===== config.mk =====
export PLATFORM = sky130hd
export DESIGN_NAME = dma_bus_arbiter
export DESIGN_NICKNAME = d
export VERILOG_FILES = /design/src/rtl/arb_pkg.sv /design/src/rtl/arb_cfg_reg.sv /design/src/rtl/arb_sess_timer.sv /design/src/rtl/dma_bus_arbiter.sv
export SDC_FILE = /design/constraint.sdc
export NUM_CORES = 1
export LEC_CHECK = 0
export ABC_AREA = 1
export BUFFER_PORTS_ARGS = -buffer_cell sky130_fd_sc_hd__buf_2
export CELL_PAD_IN_SITES_DETAIL_PLACEMENT = 0
export CELL_PAD_IN_SITES_GLOBAL_PLACEMENT = 1
export CORE_ASPECT_RATIO = 0.7
export CORE_UTILIZATION = 44
export CTS_BUF_LIST = sky130_fd_sc_hd__clkbuf_8
export DETAILED_ROUTE_END_ITERATION = 8
export PLACE_DENSITY_LB_ADDON = 0.1
export SLEW_MARGIN = 0
export SYNTH_ARGS = -nofsm -noshare
export SYNTH_HDL_FRONTEND = slang
export SYNTH_SLANG_ARGS = --single-unit

===== constraint.sdc =====
create_clock -name clk -period 3.15 [get_ports clk]
set_input_delay 0.63 -clock clk [delete_from_list [all_inputs] [get_ports clk]]
set_output_delay 0.63 -clock clk [all_outputs]
set_load 0.02 [all_outputs]

===== src/rtl/arb_pkg.sv =====
package arb_pkg;

    typedef enum logic [1:0] {
        ST_CPU  = 2'd0,
        ST_DMA  = 2'd1,
        ST_HOLD = 2'd2
    } own_e;

    typedef struct packed {
        own_e owner;
        logic exc;
    } arb_state_t;

endpackage


===== src/rtl/arb_cfg_reg.sv =====
module arb_cfg_reg (
    input  logic clk,
    input  logic rst_n,
    input  logic we,
    input  logic dma_en_in,
    input  logic tmo_en_in,
    output logic dma_en,
    output logic tmo_en
);
    typedef struct packed {
        logic dma_en;
        logic tmo_en;
    } cfg_t;

    cfg_t cfg_d, cfg_q;

    always_comb begin
        cfg_d = cfg_q;
        if (we) begin
            cfg_d.dma_en = dma_en_in;
            cfg_d.tmo_en = tmo_en_in;
        end
    end

    always_ff @(posedge clk) begin
        if (!rst_n) begin
            cfg_q.dma_en <= 1'b0;
            cfg_q.tmo_en <= 1'b1;
        end else begin
            cfg_q <= cfg_d;
        end
    end

    assign dma_en = cfg_q.dma_en;
    assign tmo_en = cfg_q.tmo_en;

endmodule


===== src/rtl/arb_sess_timer.sv =====
module arb_sess_timer #(
    parameter int LIMIT = 1024
) (
    input  logic clk,
    input  logic rst_n,
    input  logic granted,
    input  logic req_act,
    input  logic tmo_en,
    output logic expire
);
    localparam int CNT_W = $clog2(LIMIT) + 1;
    localparam logic [CNT_W-1:0] LAST = CNT_W'(LIMIT - 1);

    logic [CNT_W-1:0] cnt_d, cnt_q;

    always_comb begin
        cnt_d = cnt_q;
        if (!granted) begin
            cnt_d = '0;
        end else if (req_act && (cnt_q != '1)) begin
            cnt_d = cnt_q + 1'b1;
        end
    end

    always_ff @(posedge clk) begin
        if (!rst_n) begin
            cnt_q <= '0;
        end else begin
            cnt_q <= cnt_d;
        end
    end

    assign expire = granted && req_act && tmo_en && (cnt_q == LAST);


    no_overflow_chk: assert property (@(posedge clk) disable iff (!rst_n)
        (granted && tmo_en && $past(tmo_en)) |-> (cnt_q <= LAST));


    clear_idle_chk: assert property (@(posedge clk) disable iff (!rst_n)
        $past(!granted) |-> (cnt_q == '0));

endmodule


===== src/rtl/dma_bus_arbiter.sv =====
module dma_bus_arbiter #(
    parameter int LIMIT = 1024
) (
    input  logic clk,
    input  logic rst_n,
    input  logic cfg_we,
    input  logic cfg_dma_en,
    input  logic cfg_tmo_en,
    input  logic dma_req_n,
    input  logic cpu_lock,
    input  logic bus_idle,
    input  logic data_rdy_n,
    input  logic bus_tmo,
    output logic dma_gnt_n,
    output logic mem_exc
);
    import arb_pkg::*;

    logic dma_en, tmo_en, expire, req_act, granted;
    arb_state_t st_d, st_q;

    assign req_act = !dma_req_n;
    assign granted = (st_q.owner == ST_DMA);

    arb_cfg_reg u_cfg (
        .clk       (clk),
        .rst_n     (rst_n),
        .we        (cfg_we),
        .dma_en_in (cfg_dma_en),
        .tmo_en_in (cfg_tmo_en),
        .dma_en    (dma_en),
        .tmo_en    (tmo_en)
    );

    arb_sess_timer #(.LIMIT(LIMIT)) u_timer (
        .clk     (clk),
        .rst_n   (rst_n),
        .granted (granted),
        .req_act (req_act),
        .tmo_en  (tmo_en),
        .expire  (expire)
    );

    always_comb begin
        st_d     = st_q;
        st_d.exc = 1'b0;
        unique case (st_q.owner)
            ST_CPU: begin
                if (req_act && dma_en && !cpu_lock && bus_idle) begin
                    st_d.owner = ST_DMA;
                end
            end
            ST_DMA: begin
                if (bus_tmo || expire) begin
                    st_d.owner = ST_HOLD;
                    st_d.exc   = 1'b1;
                end else if (!req_act && !data_rdy_n) begin
                    st_d.owner = ST_CPU;
                end else if (!dma_en && bus_idle) begin
                    st_d.owner = ST_CPU;
                end
            end
            ST_HOLD: begin
                if (!req_act) begin
                    st_d.owner = ST_CPU;
                end
            end
            default: st_d.owner = ST_CPU;
        endcase
    end

    always_ff @(posedge clk) begin
        if (!rst_n) begin
            st_q.owner <= ST_CPU;
            st_q.exc   <= 1'b0;
        end else begin
            st_q <= st_d;
        end
    end

    assign dma_gnt_n = !granted;
    assign mem_exc   = st_q.exc;


    grant_lock_chk: assert property (@(posedge clk) disable iff (!rst_n)
        $fell(dma_gnt_n) |-> $past(!cpu_lock));


    grant_idle_chk: assert property (@(posedge clk) disable iff (!rst_n)
        $fell(dma_gnt_n) |-> $past(bus_idle));


    grant_enable_chk: assert property (@(posedge clk) disable iff (!rst_n)
        $fell(dma_gnt_n) |-> $past(dma_en));


    exc_pulse_chk: assert property (@(posedge clk) disable iff (!rst_n)
        mem_exc |=> !mem_exc);


    exc_revoke_chk: assert property (@(posedge clk) disable iff (!rst_n)
        mem_exc |-> (dma_gnt_n && $past(!dma_gnt_n)));


    no_regrant_chk: assert property (@(posedge clk) disable iff (!rst_n)
        (mem_exc && !dma_req_n) |=> dma_gnt_n);

endmodule


==> summary.txt, run 1 <==
status: completed
Reg clk slew, reported paths: 0.07 ns
GRT overflow: 0
slowest cell delay on critical path: 0.34 ns
post-route cell area: 968.4 µm²
clock sinks: 16
Area Overhead vs Synth: 14.84%
# hold bufs at CTS: 0
Starting Density: 50.15%
post-CTS setup buffers: 0
worst-skew pair later-pin latency: 0.25 ns
num ports: 12
vias per cell: 4.781
FILL cells: 165
Max clock buf depth: 2
Seq. cell area: 320.3 µm²
post-synthesis compound-gate area fraction: 10.53%
Worst Hold Class: reg2reg
Leak: 0.3707 nW
Comb power frac: 4.8%
fmax: 619.2 MHz
Yosys reg bits: 16
main combinational cell family by area after synthesis: simple AND/OR/NAND/NOR gates
Post-Synth XOR/XNOR Area: 3.116%
CTS tree: built
Num CTS Buffers: 3
Max FO, Critical Path: 4
worst endpoint required time: 2.52 ns
vias in the first global route: 612
DRC errors left: 0
Setup WS post-layout: 1.535 ns
Routed WL: 1576 µm
Avg WL per Cell: 10.17 µm
final core utilization: 57.59%
initial antenna violation count: 0
Peak VDD IR: 0.3087 mV
H-tree Lvls: 1
Adder-Cell Fraction of Synth Area: 1.484%
Startpoint Class: register
Root Driver: clkbuf_8
synthesized area: 843.3 µm²
DRT Pass-1 Iters: 4
final setup violation count: 0
clock power share: 44.3%
first-pass GRT wire length: 2739 µm
nets: 146
synthesized area per cell: 7.028 µm²
share of layout cells above drive strength 1: 18.66%
post-cts resize count: 0
switch share: 20.21%
GP Congestion: 0.7379
Post-Synth Simple-Gate Area: 36.65%
power share of the sequential group: 50.9%
Syn Inst Count: 120
pre-CTS setup slack: 1.519 ns
min Tclk post-route: 1.615 ns
die area: 0.002099 mm²
CP Capture Type: primary output
Via Count: 741
DIE HEIGHT: 38.63 µm
Multi-input gate area: 436.7 µm²
Total GRT Usage: 19.34%
measured slew at the worst slew-check pin: 0.3326 ns
Crit Path Class: reg2out
post-synthesis mux area share: 0%
IO buf count: 11
Max Cap Viol: 0
final hold vios: 0
Clock Skew: 0.007531 ns
Internal: 0.0003232 W
hpwl dp: 1284 µm
Final period util: 51.27%
RSZ-0062 raised after global routing: false
Synthesized Nets: 131
row count: 12
Power Density: 418.3 mW/mm²
setup TNS: 0 ns
number of library cell types mapped by synthesis: 24
largest net degree at the start of global routing: 14
Final Max Slew Viols: 0
register area share after synthesis: 37.98%
Slew HR: 77.80%
Worst path slowest cell: dfxtp_1
core area: 0.001682 mm²
Post-DRT Antenna Nets: 0
sw power: 0.00008185 W
placed inst area: 913.4 µm²
number of antenna diodes: 0
Hold WS: 0.4741 ns
CP arrival: 0.99 ns
DR iter-0 viols: 21
synth warn: 0
worst-path cell chain: inv_1 -> nand2_1 -> buf_2
die width: 54.33 µm
cells in the final DEF, fill, tap and decap left out, types with 4 or more instances in the layout:
cell type / n
nand2_1: 22
inv_1: 17
nor2_1: 17
dfxtp_1: 16
buf_2: 11
nand3_1: 8
a21oi_1: 6
o21ai_1: 5
nor3_1: 4
clkbuf_8: 4
Yosys cell counts:
library cell	number	area, µm²
nand4_1	3	18.77
o21ai_0	1	5.000
o21bai_1	2	15.01
nor3b_1	1	7.510
inv_1	17	63.81
o21ai_1	5	25.02
ha_1	1	12.51
o21a_1	1	7.510
xor2_1	3	26.28
nor3_1	4	20.02
a21oi_1	6	30.03
nand2_4	1	11.26
nand3_4	1	17.52
o22ai_1	1	6.260
nor2_4	2	22.52
buf_6	1	11.26
nand3_1	8	40.04
inv_2	3	11.26
nand2b_1	1	6.260
nor2_2	1	6.260
nor2_1	17	63.81
dfxtp_1	16	320.3
nand2_1	22	82.58
nand2_2	2	12.51
power groups by stage:
stage                      logic, W  registers, W  clock network, W
after global placement    0.0000194      0.000211                 0
after CTS                 0.0000196      0.000206          0.000185
after detailed placement  0.0000196      0.000211                 0
final                     0.0000195      0.000206          0.000179
after floorplan           0.0000123      0.000210                 0
after global routing      0.0000224      0.000206          0.000196
sequential cells by signal, indices dropped and copies added (netlist names):
name / count
u_cfg.tmo_en: 1
u_cfg.dma_en: 1
st_q: 2
mem_exc: 1
u_timer.cnt_q: 11
cell families (layout without fill, tap and decap cells):
family | count (synthesis) | after routing
xor gates and xnor gates | 3 | 3
adders and majority gates | 1 | 1
buffers and inverters | 21 | 35
DFF | 16 | 16
and+or+nand+nor | 63 | 63
AOI/OAI and AO/OA | 16 | 16
per-stage QoR:
step	instances	power [W]
6_report	155	0.0004051
5_1_grt	155	0.0004240
4_1_cts	155	0.0004111
3_5_place_dp	151	0.0002301
3_3_place_gp	151	0.0002299
2_1_floorplan	120	0.0002222
critical path: cells and delay by family, from the launching register on:
kind,cells,cell delay [ns]
AND/OR/NAND/NOR,1,0.14
flip-flops,1,0.34
buffers and inverters,2,0.25
cell type report:
| type | count | share of cell area [%] |
|---|---|---|
| tap | 21 | 2.713 |
| multi-input combinational | 83 | 45.09 |
| clock buffer | 4 | 5.685 |
| timing repair buffer | 11 | 5.685 |
| inverter | 20 | 7.752 |
| sequential | 16 | 33.07 |
worst paths after layout:
check / slack [ns] / cells after the start / startpoint / to
setup / recovery: 1.53 / 3 / st_q[2] / dma_gnt_n
hold / removal: 0.47 / 2 / u_cfg.tmo_en / u_cfg.tmo_en
setup reg to reg: 1.72 / 8 / u_timer.cnt_q[0] / u_timer.cnt_q[1]
hold reg to reg: 0.47 / 2 / u_cfg.tmo_en / u_cfg.tmo_en
layer usage:
layer  wire, µm  global-route usage (%)
met5          0                       0
met4          0                   3.846
met3         74                   7.059
met2        598                   22.56
met1        903                   31.43
(Power assumes the default switching activity.)
==> run 2, diff against run 1 <==
Settings changed: CORE_UTILIZATION 44 to 41.
Clock period 3.15 ns to 1.68 ns, I/O delays scaled along.
==> run 2 against run 1 <==
  * Count of clock-buffer cells in the layout did not move
  * Via count fell by 1.8%
  * Combinational power rose by 87%
  * Total power rose by 89%
  * Design area rose by 0.90%
  * Sequential cell count did not move
  * Global-route usage fell by 1.6 points
  * Non-clock buffer count rose by 1
  * Largest power group unchanged
==> summary.txt, run 2 (synthesized netlist as in run 1, its figures left out) <==
DR WL met2: 556 µm (was 598 µm)
Finished Layout Cells: 157 (was 155)
post-route cell area: 977.2 µm² (was 968.4 µm²)
Final period util: 84.54%
pre-CTS setup slack: 0.2672 ns (was 1.519 ns)
Largest regs: u_timer.cnt_q: 11 flops, st_q: 2 flops (unchanged)
status: completed (unchanged)
Routed WL: 1665 µm (was 1576 µm)
Final Max Slew Viols: 0 (unchanged)
Post-DRT Antenna Nets: 0 (unchanged)
Leak: 0.3761 nW (was 0.3707 nW)
first-pass GRT wire length: 2773 µm (was 2739 µm)
reg2reg path depth: 8 (unchanged)
GRT overflow: 0 (unchanged)
core area: 0.001903 mm² (was 0.001682 mm²)
die area: 0.002245 mm² (was 0.002099 mm²)
vias per cell: 4.637 (was 4.781)
largest net degree at the start of global routing: 14 (unchanged)
vias in the first global route: 581 (was 612)
worst-skew pair later-pin latency: 0.25 ns (about the same)
Crit Path Class: reg2reg (was reg2out)
worst r2r src: u_timer.cnt_q[1] (was u_timer.cnt_q[0])
Max Cap Viol: 0 (unchanged)
measured slew at the worst slew-check pin: 0.2282 ns (was 0.3326 ns)
slowest cell delay on critical path: 0.37 ns (was 0.34 ns)
Reg-to-Reg End: u_timer.cnt_q[1] (unchanged)
DRC errors left: 0 (unchanged)
share of layout cells above drive strength 1: 19.26% (was 18.66%)
M1 wire length: 1030 µm (was 903 µm)
max reg flops: 11 (unchanged)
placed inst area: 922.1 µm² (was 913.4 µm²)
die width: 56.21 µm (was 54.33 µm)
Slew HR: 84.67% (was 77.80%)
Peak VDD IR: 0.7197 mV (was 0.3087 mV)
Setup WS post-layout: 0.2597 ns (was 1.535 ns)
# hold bufs at CTS: 0 (unchanged)
H-tree Lvls: 1 (unchanged)
Starting Density: 44.31% (was 50.15%)
CTS tree: built (unchanged)
Root Driver: clkbuf_8 (unchanged)
Startpoint Class: register (unchanged)
row count: 13 (was 12)
final setup violation count: 0 (unchanged)
DIE HEIGHT: 39.95 µm (was 38.63 µm)
RSZ-0062 raised after global routing: false (unchanged)
Num CTS Buffers: 3 (unchanged)
Area Overhead vs Synth: 15.88% (was 14.84%)
Reg clk slew, reported paths: 0.06 ns (was 0.07 ns)
Total GRT Usage: 17.70% (was 19.34%)
clock sinks: 16 (unchanged)
commonest non-fill, non-tap cells in the layout: 22 x nand2_1, 17 x inv_1, 17 x nor2_1 (unchanged)
Worst Hold Class: in2reg (was reg2reg)
post-cts resize count: 0 (unchanged)
Clock Skew: 0.001148 ns (was 0.007531 ns)
Max clock buf depth: 2 (unchanged)
Avg WL per Cell: 10.61 µm (was 10.17 µm)
Power Density: 784.0 mW/mm² (was 418.3 mW/mm²)
Biggest register: u_timer.cnt_q (unchanged)
worst endpoint required time: 1.83 ns (was 2.52 ns)
commonest non-fill, non-tap cell in the layout: nand2_1 (unchanged)
DR top layer: met4 (was met3)
DR WL met3: 55 µm (was 74 µm)
min Tclk post-route: 1.420 ns
DR iter-0 viols: 25 (was 21)
CP Capture Type: register (was primary output)
fmax: 704.1 MHz
hpwl dp: 1315 µm (was 1284 µm)
Pwr Total: 0.0007661 W (was 0.0004051 W)
IO buf count: 11 (unchanged)
Worst path slowest cell: dfxtp_1 (unchanged)
nets: 147 (was 146)
Worst R2R Setup Slack: 0.26 ns (was 1.72 ns)
DP Cell Count: 153 (was 151)
GP Congestion: 0.8137 (was 0.7379)
cell mode on critical path: nor2_1
Max FO, Critical Path: 13 (was 4)
CP arrival: 1.57 ns (was 0.99 ns)
setup TNS: 0 ns (unchanged)
post-CTS setup buffers: 0 (unchanged)
Setup crit start: u_timer.cnt_q[1] (was st_q[2])
DRT Pass-1 Iters: 4 (unchanged)
num ports: 12 (unchanged)
Via Count: 728 (was 741)
initial antenna violation count: 0 (unchanged)
number of antenna diodes: 0 (unchanged)
crit path capture: u_timer.cnt_q[1] (was dma_gnt_n)
worst-path cell chain: ha_1 -> nand2_2 -> nor2_4 -> nand3_4 -> nand2_4 -> inv_2 -> nor2_1 -> nor2_1 (was inv_1 -> nand2_1 -> buf_2)
final hold vios: 0 (unchanged)
-- run 2: area by class of cell --
cell class	instances	area, µm²
Clock buffer	4	55.05
Fill cell	206	925.9
Inverter	20	75.07
Multi-Input combinational cell	83	436.7
Sequential cell	16	320.3
Tap cell	22	27.53
Timing Repair Buffer	12	62.56
-- run 2: worst max-delay path: cells and delay by family, from the launching register on --
kind / cells / cell delay [ns]
simple gates: 6 / 0.65
flops: 1 / 0.37
buf+inv: 1 / 0.07
fa+ha+maj: 1 / 0.22
-- run 2: per-layer routing --
metal  GRT usage [%]  vias to the layer above
li1                -                      415
met1           27.18                      302
met2           20.54                        7
met3           6.774                        4
met4           7.317                        0
met5               0                        -
-- run 2: how the worst min path moves through the flow --
stage	start	end	slack, ns	cells after the start
CTS	cfg_tmo_en	u_cfg.tmo_en	0.30	3
global placement	u_cfg.tmo_en	u_cfg.tmo_en	0.45	2
finish	cfg_tmo_en	u_cfg.tmo_en	0.30	3
floorplan	rst_n	u_cfg.tmo_en	0.42	1
global route	cfg_tmo_en	u_cfg.tmo_en	0.32	3
detailed placement	u_cfg.tmo_en	u_cfg.tmo_en	0.47	2
-- run 2: metrics by stage --
| step | hold slack [ns] | util, % |
|---|---|---|
| 6_report | 0.3002 | 51.35 |
| 5_1_grt | 0.3198 | 51.35 |
| 3_5_place_dp | 0.4681 | 48.46 |
| 4_1_cts | 0.2983 | 51.35 |
| 3_3_place_gp | 0.4517 | 48.46 |
| 2_1_floorplan | 0.4201 | - |
-- run 2: power breakdown --
part | switching [W] | internal, W | leakage (nW)
logic | 0.0000215 | 0.0000150 | 0.218
registers | 0.00000319 | 0.000383 | 0.129
clock network | 0.000135 | 0.000208 | 0.0288
==> run 3, diff against run 2 <==
Clock period 1.68 ns to 1.5 ns, I/O delays scaled along.
==> run 3 against run 2 <==
  * Count of clock-buffer cells in the layout unchanged
  * Clock skew is essentially flat
  * Critical endpoint unchanged
  * Die area unchanged
  * Largest power group unchanged
==> summary.txt, run 3 (synthesized netlist as in run 1, its figures left out) <==
worst endpoint required time: 1.65 ns (was 1.83 ns)
slowest cell delay on critical path: 0.38 ns (was 0.37 ns)
Largest regs: u_timer.cnt_q: 11 flops, st_q: 2 flops (unchanged)
num ports: 12 (unchanged)
number of antenna diodes: 0 (unchanged)
share of layout cells above drive strength 1: 23.19% (was 19.26%)
Final Max Slew Viols: 0 (unchanged)
Slew HR: 84.80% (was 84.67%)
die width: 56.21 µm (unchanged)
Avg WL per Cell: 10.91 µm (was 10.61 µm)
IO buf count: 11 (unchanged)
Internal: 0.0006821 W (was 0.0006065 W)
CP Capture Type: register (unchanged)
setup TNS: 0 ns (unchanged)
# hold bufs at CTS: 0 (unchanged)
row count: 13 (unchanged)
Reg clk slew, reported paths: 0.06 ns (about the same)
vias in the first global route: 603 (was 581)
clock sinks: 16 (unchanged)
post-CTS setup buffers: 0 (unchanged)
max reg flops: 11 (unchanged)
Routed WL: 1746 µm (was 1665 µm)
Worst path slowest cell: dfxtp_2 (was dfxtp_1)
worst-skew pair later-pin latency: 0.25 ns (about the same)
Root Driver: clkbuf_8 (unchanged)
vias per cell: 4.781 (was 4.637)
first-pass GRT wire length: 2753 µm (was 2773 µm)
placed inst area: 937.1 µm² (was 922.1 µm²)
sw power: 0.0001784 W (was 0.0001597 W)
hpwl dp: 1342 µm (was 1315 µm)
GP Congestion: 0.8323 (was 0.8137)
Peak VDD IR: 0.7677 mV (was 0.7197 mV)
Area Overhead vs Synth: 21.81% (was 15.88%)
RSZ-0062 raised after global routing: false (unchanged)
Biggest register: u_timer.cnt_q (unchanged)
final core utilization: 53.98% (was 51.35%)
cell mode on critical path: nor2_1 (unchanged)
commonest non-fill, non-tap cells in the layout: 22 x nand2_1, 17 x inv_1, 17 x nor2_1 (unchanged)
CTS tree: built (unchanged)
nets: 150 (was 147)
GRT overflow: 0 (unchanged)
DRT Pass-1 Iters: 6 (was 4)
Power Density: 837.7 mW/mm² (was 784.0 mW/mm²)
H-tree Lvls: 1 (unchanged)
post-cts resize count: 0 (unchanged)
min Tclk post-route: 1.350 ns (was 1.420 ns)
Max FO, Critical Path: 7 (was 13)
Final period util: 89.98% (was 84.54%)
final hold vios: 0 (unchanged)
CP bufs+invs: 1 (unchanged)
CP arrival: 1.49 ns (was 1.57 ns)
Max Cap Viol: 0 (unchanged)
Leak: 0.3918 nW (was 0.3761 nW)
DIE HEIGHT: 39.95 µm (unchanged)
clock power share: 44.2% (was 44.8%)
Total GRT Usage: 17.30% (was 17.70%)
worst-path cell chain: ha_4 -> nand2_2 -> nor2_4 -> nand3_4 -> nand2_8 -> inv_2 -> nor2_1 -> nor2_1 (was ha_1 -> nand2_2 -> nor2_4 -> nand3_4 -> nand2_4 -> inv_2 -> nor2_1 -> nor2_1)
largest net degree at the start of global routing: 14 (unchanged)
Max clock buf depth: 2 (unchanged)
die area: 0.002245 mm² (unchanged)
DR iter-0 viols: 21 (was 25)
status: completed (unchanged)
Via Count: 765 (was 728)
fmax: 740.9 MHz (was 704.1 MHz)
Worst Hold Class: in2reg (unchanged)
Starting Density: 44.31% (unchanged)
power share of the sequential group: 50.3% (was 50.5%)
Comb power frac: 5.5% (was 4.8%)
commonest non-fill, non-tap cell in the layout: nand2_1 (unchanged)
post-route cell area: 0.001027 mm² (was 977.2 µm²)
initial antenna violation count: 0 (unchanged)
switch share: 20.73% (was 20.84%)
final setup violation count: 0 (unchanged)
DRC errors left: 0 (unchanged)
Num CTS Buffers: 3 (unchanged)
Post-DRT Antenna Nets: 0 (unchanged)
Clock Skew: 0.001093 ns (was 0.001148 ns)
core area: 0.001903 mm² (unchanged)
Crit Path Class: reg2reg (unchanged)
CP top delay family: simple AND/OR/NAND/NOR gates (unchanged)
Startpoint Class: register (unchanged)
measured slew at the worst slew-check pin: 0.2271 ns (was 0.2282 ns)
==> run 3: final timing paths <==
| check | from | endpoint | slack (ns) | cells past startpoint |
|---|---|---|---|---|
| worst min register to register | u_cfg.tmo_en | u_cfg.tmo_en | 0.47 | 2 |
| worst max-delay path | u_timer.cnt_q[0] | u_timer.cnt_q[1] | 0.15 | 8 |
| worst max register to register | u_timer.cnt_q[0] | u_timer.cnt_q[1] | 0.15 | 8 |
| worst min-delay path | cfg_tmo_en | u_cfg.tmo_en | 0.26 | 3 |
==> run 3: stage by stage <==
step	setup WS (ns)	hold slack (ns)	power [W]	std cells
2_1_floorplan	0.1834	0.3841	0.0004667	120
3_3_place_gp	0.1514	0.4495	0.0004852	155
3_5_place_dp	0.1006	0.4653	0.0004859	155
4_1_cts	0.09366	0.2617	0.0008684	159
5_1_grt	0.01737	0.2843	0.0008969	160
6_report	0.1503	0.2610	0.0008605	160
==> run 3: worst reg2reg max path, delay by kind of cell (launching register included) <==
kind	cells	cell delay, ns
buffers and inverters	1	0.05
adder cells (fa/ha/maj)	1	0.16
AND/OR/NAND/NOR	6	0.66
flip-flops	1	0.38
==> run 3: layout make-up <==
class	instances	area, µm²
Inverter	20	75.07
Clock buffer	4	55.05
Tap cell	22	27.53
Fill cell	190	875.8
Sequential cell	16	322.8
Multi-Input combinational cell	84	469.2
Timing Repair Buffer	14	77.57
==> run 3: power groups by stage <==
stage / clock network [W] / logic (W) / registers (W)
after global placement: 0 / 0.0000431 / 0.000442
after global routing: 0.000411 / 0.0000534 / 0.000433
after CTS: 0.000392 / 0.0000439 / 0.000433
final: 0.000381 / 0.0000471 / 0.000433
after detailed placement: 0 / 0.0000438 / 0.000442
after floorplan: 0 / 0.0000258 / 0.000441
==> run 3: routing by layer <==
metal	wire length (µm)	GRT usage, %	part of all wire, %
met1	1026	25.00	59
met2	640	22.32	37
met3	66	7.097	3.8
met4	13	6.707	0.74
met5	0	0	0
